$ cat src/rtl/gsp_pkg.sv
package gsp_pkg;

    typedef enum logic [1:0] {
        STOP_IDLE = 2'd0,
        STOP_WAIT = 2'd1,
        STOP_FIRE = 2'd2
    } stop_state_e;

    typedef enum logic [1:0] {
        POLL_OFF  = 2'd0,
        POLL_RUN  = 2'd1,
        POLL_WALK = 2'd2
    } poll_state_e;

    localparam int NUM_PATHS = 2;
    localparam int PATH_RX   = 0;
    localparam int PATH_TX   = 1;

endpackage

$ cat src/rtl/gsp_stop_fsm.sv
module gsp_stop_fsm
    import gsp_pkg::*;
(
    input  logic clk,
    input  logic rst_n,
    input  logic wr_i,
    input  logic stop_bit_i,
    input  logic busy_i,
    input  logic done_i,
    output logic fire_o
);

    stop_state_e state_q;
    stop_state_e state_d;
    logic        in_flight;
    logic        req_set;
    logic        req_clr;

    assign in_flight = busy_i & ~done_i;
    assign req_set   = wr_i & stop_bit_i;
    assign req_clr   = wr_i & ~stop_bit_i;

    always_ff @(posedge clk or negedge rst_n) begin
        if (!rst_n) begin
            state_q <= STOP_IDLE;
        end else begin
            state_q <= state_d;
        end
    end

    always_comb begin
        state_d = state_q;
        unique case (state_q)
            STOP_IDLE, STOP_FIRE: begin
                if (req_set) begin
                    state_d = in_flight ? STOP_WAIT : STOP_FIRE;
                end else begin
                    state_d = STOP_IDLE;
                end
            end
            STOP_WAIT: begin
                if (req_clr) begin
                    state_d = STOP_IDLE;
                end else if (done_i) begin
                    state_d = STOP_FIRE;
                end else begin
                    state_d = STOP_WAIT;
                end
            end
            default: state_d = STOP_IDLE;
        endcase
    end

    always_comb begin
        fire_o = (state_q == STOP_FIRE);
    end

endmodule

$ cat src/rtl/gsp_poll_timer.sv
module gsp_poll_timer
    import gsp_pkg::*;
#(
    parameter int TICKS_PER_POLL = 100
) (
    input  logic clk,
    input  logic rst_n,
    input  logic wr_i,
    input  logic wait_bit_i,
    input  logic tx_stop_bit_i,
    input  logic tick_i,
    output logic walk_o,
    output logic active_o
);

    localparam int CNT_W = (TICKS_PER_POLL > 1) ? $clog2(TICKS_PER_POLL) : 1;
    localparam logic [CNT_W-1:0] CNT_LAST = CNT_W'(TICKS_PER_POLL - 1);

    poll_state_e      state_q;
    poll_state_e      state_d;
    logic [CNT_W-1:0] cnt_q;
    logic [CNT_W-1:0] cnt_d;
    logic             wait_q;
    logic             gts_q;
    logic             wait_eff;
    logic             gts_eff;
    logic             restart;
    logic             running;
    logic             expire;

    assign wait_eff = wr_i ? wait_bit_i    : wait_q;
    assign gts_eff  = wr_i ? tx_stop_bit_i : gts_q;
    assign restart  = wr_i & ~wait_bit_i;
    assign running  = (state_q == POLL_RUN) || (state_q == POLL_WALK);
    assign expire   = running & tick_i & (cnt_q == CNT_LAST) & ~restart;

    always_ff @(posedge clk or negedge rst_n) begin
        if (!rst_n) begin
            state_q <= POLL_OFF;
            cnt_q   <= '0;
            wait_q  <= 1'b0;
            gts_q   <= 1'b0;
        end else begin
            state_q <= state_d;
            cnt_q   <= cnt_d;
            if (wr_i) begin
                wait_q <= wait_bit_i;
                gts_q  <= tx_stop_bit_i;
            end
        end
    end

    always_comb begin
        state_d = state_q;
        cnt_d   = cnt_q;
        unique case (state_q)
            POLL_OFF: begin
                if (restart) begin
                    state_d = POLL_RUN;
                    cnt_d   = '0;
                end
            end
            POLL_RUN, POLL_WALK: begin
                if (restart) begin
                    state_d = POLL_RUN;
                    cnt_d   = '0;
                end else if (expire) begin
                    cnt_d = '0;
                    if (wait_eff) begin
                        state_d = POLL_OFF;
                    end else if (gts_eff) begin
                        state_d = POLL_RUN;
                    end else begin
                        state_d = POLL_WALK;
                    end
                end else begin
                    state_d = POLL_RUN;
                    if (tick_i) begin
                        cnt_d = cnt_q + 1'b1;
                    end
                end
            end
            default: begin
                state_d = POLL_OFF;
                cnt_d   = '0;
            end
        endcase
    end

    always_comb begin
        walk_o   = (state_q == POLL_WALK);
        active_o = (state_q != POLL_OFF);
    end

endmodule

$ cat src/rtl/graceful_stop_poll.sv
module graceful_stop_poll
    import gsp_pkg::*;
#(
    parameter int TICKS_PER_POLL = 100
) (
    input  logic clk,
    input  logic rst_n,
    input  logic ctl_wr,
    input  logic ctl_rx_stop,
    input  logic ctl_tx_stop,
    input  logic ctl_wait,
    input  logic rx_busy,
    input  logic rx_frame_done,
    input  logic tx_busy,
    input  logic tx_frame_done,
    input  logic poll_tick,
    output logic rx_stop_done,
    output logic tx_stop_done,
    output logic ring0_walk,
    output logic poll_active
);

    logic [NUM_PATHS-1:0] stop_bits;
    logic [NUM_PATHS-1:0] busy_bits;
    logic [NUM_PATHS-1:0] done_bits;
    logic [NUM_PATHS-1:0] fire_bits;

    assign stop_bits[PATH_RX] = ctl_rx_stop;
    assign stop_bits[PATH_TX] = ctl_tx_stop;
    assign busy_bits[PATH_RX] = rx_busy;
    assign busy_bits[PATH_TX] = tx_busy;
    assign done_bits[PATH_RX] = rx_frame_done;
    assign done_bits[PATH_TX] = tx_frame_done;

    for (genvar p = 0; p < NUM_PATHS; p++) begin : g_path
        gsp_stop_fsm u_stop (
            .clk        (clk),
            .rst_n      (rst_n),
            .wr_i       (ctl_wr),
            .stop_bit_i (stop_bits[p]),
            .busy_i     (busy_bits[p]),
            .done_i     (done_bits[p]),
            .fire_o     (fire_bits[p])
        );
    end

    assign rx_stop_done = fire_bits[PATH_RX];
    assign tx_stop_done = fire_bits[PATH_TX];

    gsp_poll_timer #(
        .TICKS_PER_POLL (TICKS_PER_POLL)
    ) u_poll (
        .clk           (clk),
        .rst_n         (rst_n),
        .wr_i          (ctl_wr),
        .wait_bit_i    (ctl_wait),
        .tx_stop_bit_i (ctl_tx_stop),
        .tick_i        (poll_tick),
        .walk_o        (ring0_walk),
        .active_o      (poll_active)
    );

endmodule

$ cat config.mk
export PLATFORM = sky130hd
export DESIGN_NAME = graceful_stop_poll
export DESIGN_NICKNAME = d
export VERILOG_FILES = /design/src/rtl/gsp_pkg.sv /design/src/rtl/gsp_stop_fsm.sv /design/src/rtl/gsp_poll_timer.sv /design/src/rtl/graceful_stop_poll.sv
export SDC_FILE = /design/constraint.sdc
export NUM_CORES = 1
export LEC_CHECK = 0
export BUFFER_PORTS_ARGS = -buffer_cell sky130_fd_sc_hd__buf_2
export CELL_PAD_IN_SITES_DETAIL_PLACEMENT = 0
export CELL_PAD_IN_SITES_GLOBAL_PLACEMENT = 1
export CORE_AREA = 2 2 48 50
export DETAILED_ROUTE_END_ITERATION = 8
export DIE_AREA = 0 0 50 52
export PLACE_DENSITY_LB_ADDON = 0.25
export SETUP_SLACK_MARGIN = 0.1
export SYNTH_ARGS = -nofsm -noshare
export SYNTH_HDL_FRONTEND = slang
export SYNTH_SLANG_ARGS = --single-unit
$ cat constraint.sdc
create_clock -name clk -period 2.6 [get_ports clk]
set_clock_uncertainty 0.05 [all_clocks]
set_input_delay 0.13 -clock clk [delete_from_list [all_inputs] [get_ports clk]]
set_output_delay 0.13 -clock clk [all_outputs]
set_load 0.005 [all_outputs]
==> out/metrics.cfg <==
[status]
outcome=finished clean

[synth]
synth_nets=108
async_flop_share_pct=100.0
yosysUniqueCellTypes=32
syn_area_per_cell_sq_um=9.404
seq_area_frac_synth_pct=42.92
synthFlopType=dfrtp_1
synth-seq-cells=15
yosysMostFrequentCell=dfrtp_1
yosysWarnings=0
synth_top_cell_area_share_pct=42.92
ys_top_cells_by_count=dfrtp_1 (15), o21ai_0 (10), nand2_1 (8), a21oi_1 (7), inv_1 (7)
yosys-top-cells-area=dfrtp_1 (43%), ha_1 (5.7%), o21ai_0 (5.7%)
synth-edff-count=0
synth_top_area_cell=dfrtp_1
synthCells=93
synth_area_sq_um=874.6

[critical_path]
cp.required_ns=2.77
path_class=reg2reg
worst_r2r_path_depth=6
r2r-start=u_poll.state_q[0]
crit_path_end_kind=flip-flop
startpoint=u_poll.state_q[0]
rrSetupSlack_ns=0.75
crit_fanout=15
start_kind=flip-flop
worstPathArrival_ns=2.02
crit_path_end=u_poll.cnt_q[5]
r2r-end=u_poll.cnt_q[5]

[timing]
layout_min_cycle_time_ns=1.850
fin_crit_sh_pct=71.15
hold_slack_ns=0.05099
rsz0062_at_grt=false
drv_slew=0
setup_tns_ns=0
setup_viol=0
max_freq_ghz=0.5406
fin_ws_ns=0.7502
worst_slew_pin_slew_ns=0.5616
timing.final.hold_violations=0
slew_headroom_pct=62.56

[floorplanning]
rows=17
start_util_pct=41.53
ioPinCount=15
core_area_sq_um=2106
fp.dieH_um=52
dieArea_sq_um=2600
dieWidth_um=50

[global_route]
grt_pass1_vias=709
grt_pass1_wl_um=3001
antenna_found_initial=0
grt_max_degree=16
grt_overflow_total=0
grt_usage_pct=15.49

[clocking]
clockBufferDepth=2
post_cts_buffers=0
path_clk_slew_ns=0.10
clock-sinks=15
cts_tree=yes
cts_buffers=3
cts_htree_levels=1
cts_resized=0
root_buffer=clkbuf_4
clock_latency_ns=0.29

[placement]
gp_congestion=0.7640
post-place-ws_ns=0.7438
numPortBuffers=14
dp_hpwl_um=1260
dpl-instance-area_sq_um=963.4

[power_and_ir_drop]
powerDensity_nw_per_um2=620.4
power_uw=645.8
vdd_drop_max_uv=313.7
p_leak_uw=0.0004580

[routing]
vias=731
viasPerCell=5.148
routed_wl_um=1729
final_antenna_net_count=0
firstDrtPassIters=4
wl_per_cell_um=12.18
first_iter_violations=10
post-route-drc-count=0

[finish]
areaGrowthSynthToFinish_pct=19.03
fin_area_sq_um=1041
fin_nets=130
drive_gt1_share_pct=25.44
insertedDiodeCount=0

[flow_run]
maxCapViolCount=0

[min_path]
hold_class=in2reg

## area by class of cell
| type | instances | area (sq um) |
|---|---|---|
| Clock buffer | 3 | 22.52 |
| Clock inverter | 1 | 5.005 |
| Fill cell | 197 | 1065 |
| Inverter | 7 | 26.28 |
| Multi-Input combinational cell | 69 | 456.7 |
| Sequential cell | 15 | 375.4 |
| Tap cell | 28 | 35.03 |
| Timing Repair Buffer | 19 | 120.1 |
## cells in the final DEF (no fill, tap or decap), drive strengths merged, types with 2 or more instances in the layout
cell type and n:
or3 5, ha 4, nand4 3, inv 7, dfrtp 15, nand2b 3, dlygate4sd3 5, clkbuf 3
o21ai 10, nor2 5, a21oi 8, buf 14, or4 2, nand3 3, nand2 8, o31ai 4
## metrics by stage
step           cells  util (%)
6_report         142     49.44
5_1_grt          142     49.44
4_1_cts          142     49.44
3_5_place_dp     133     45.75
3_3_place_gp     133     45.75
2_1_floorplan     93         -
## sequential cells by signal, indices dropped and copies added (netlist names)
register	count
u_poll.cnt_q	7
g_path.u_stop.state_q	4
u_poll.state_q	2
u_poll.gts_q	1
u_poll.wait_q	1
## routing by layer
metal	wire (um)	track usage [%]	up-vias
met1	811	17.39	335
met4	25	9.722	0
met3	63	3.736	4
met2	828	26.32	14
met5	0	0	-
li1	-	-	378
## kinds of logic after synthesis
logic type / after synthesis / share of synthesized area [%]
fa+ha+maj: 4 / 5.723
buf+inv: 9 / 4.864
simple gates: 37 / 24.32
flops: 15 / 42.92
mux: 1 / 1.287
compound gates: 27 / 20.89
## worst max-delay path, stage by stage, from the launching register on
cell,delay [ns]
dfrtp_1,0.39
inv_1,0.07
ha_1,0.38
nand2b_1,0.12
a21oi_2,0.16
or3_2,0.48
a21oi_1,0.15
## power by group
part / total [uW] / leakage, uW / switching (uW) / internal [uW]
combinational: 215 / 0.000241 / 127 / 87.4
sequential: 295 / 0.000199 / 29.8 / 265
clock: 136 / 0.0000177 / 79.0 / 57.2
## how the worst min path moves through the flow
| stage | startpoint | end | slack, ns | depth (start not counted) |
|---|---|---|---|---|
| final | ctl_wait | u_poll.wait_q | 0.05 | 2 |
| after global routing | ctl_wait | u_poll.wait_q | 0.04 | 2 |
| after CTS | ctl_wait | u_poll.wait_q | 0.04 | 2 |
| after detailed placement | rst_n | u_poll.state_q[0] | 0.005 | 1 |
| after global placement | rst_n | u_poll.state_q[0] | 0.01 | 1 |
| after floorplan | rst_n | g_path[0].u_stop.state_q[0] | -0.22 | 0 |
## repair_timing
action | in CTS | in global routing
setup endpoints to repair | 0 | 0
hold buffers | 5 | 0
endpoints found under the hold margin | 19 | 0
No activity file was read; power rests on OpenSTA's default activity.
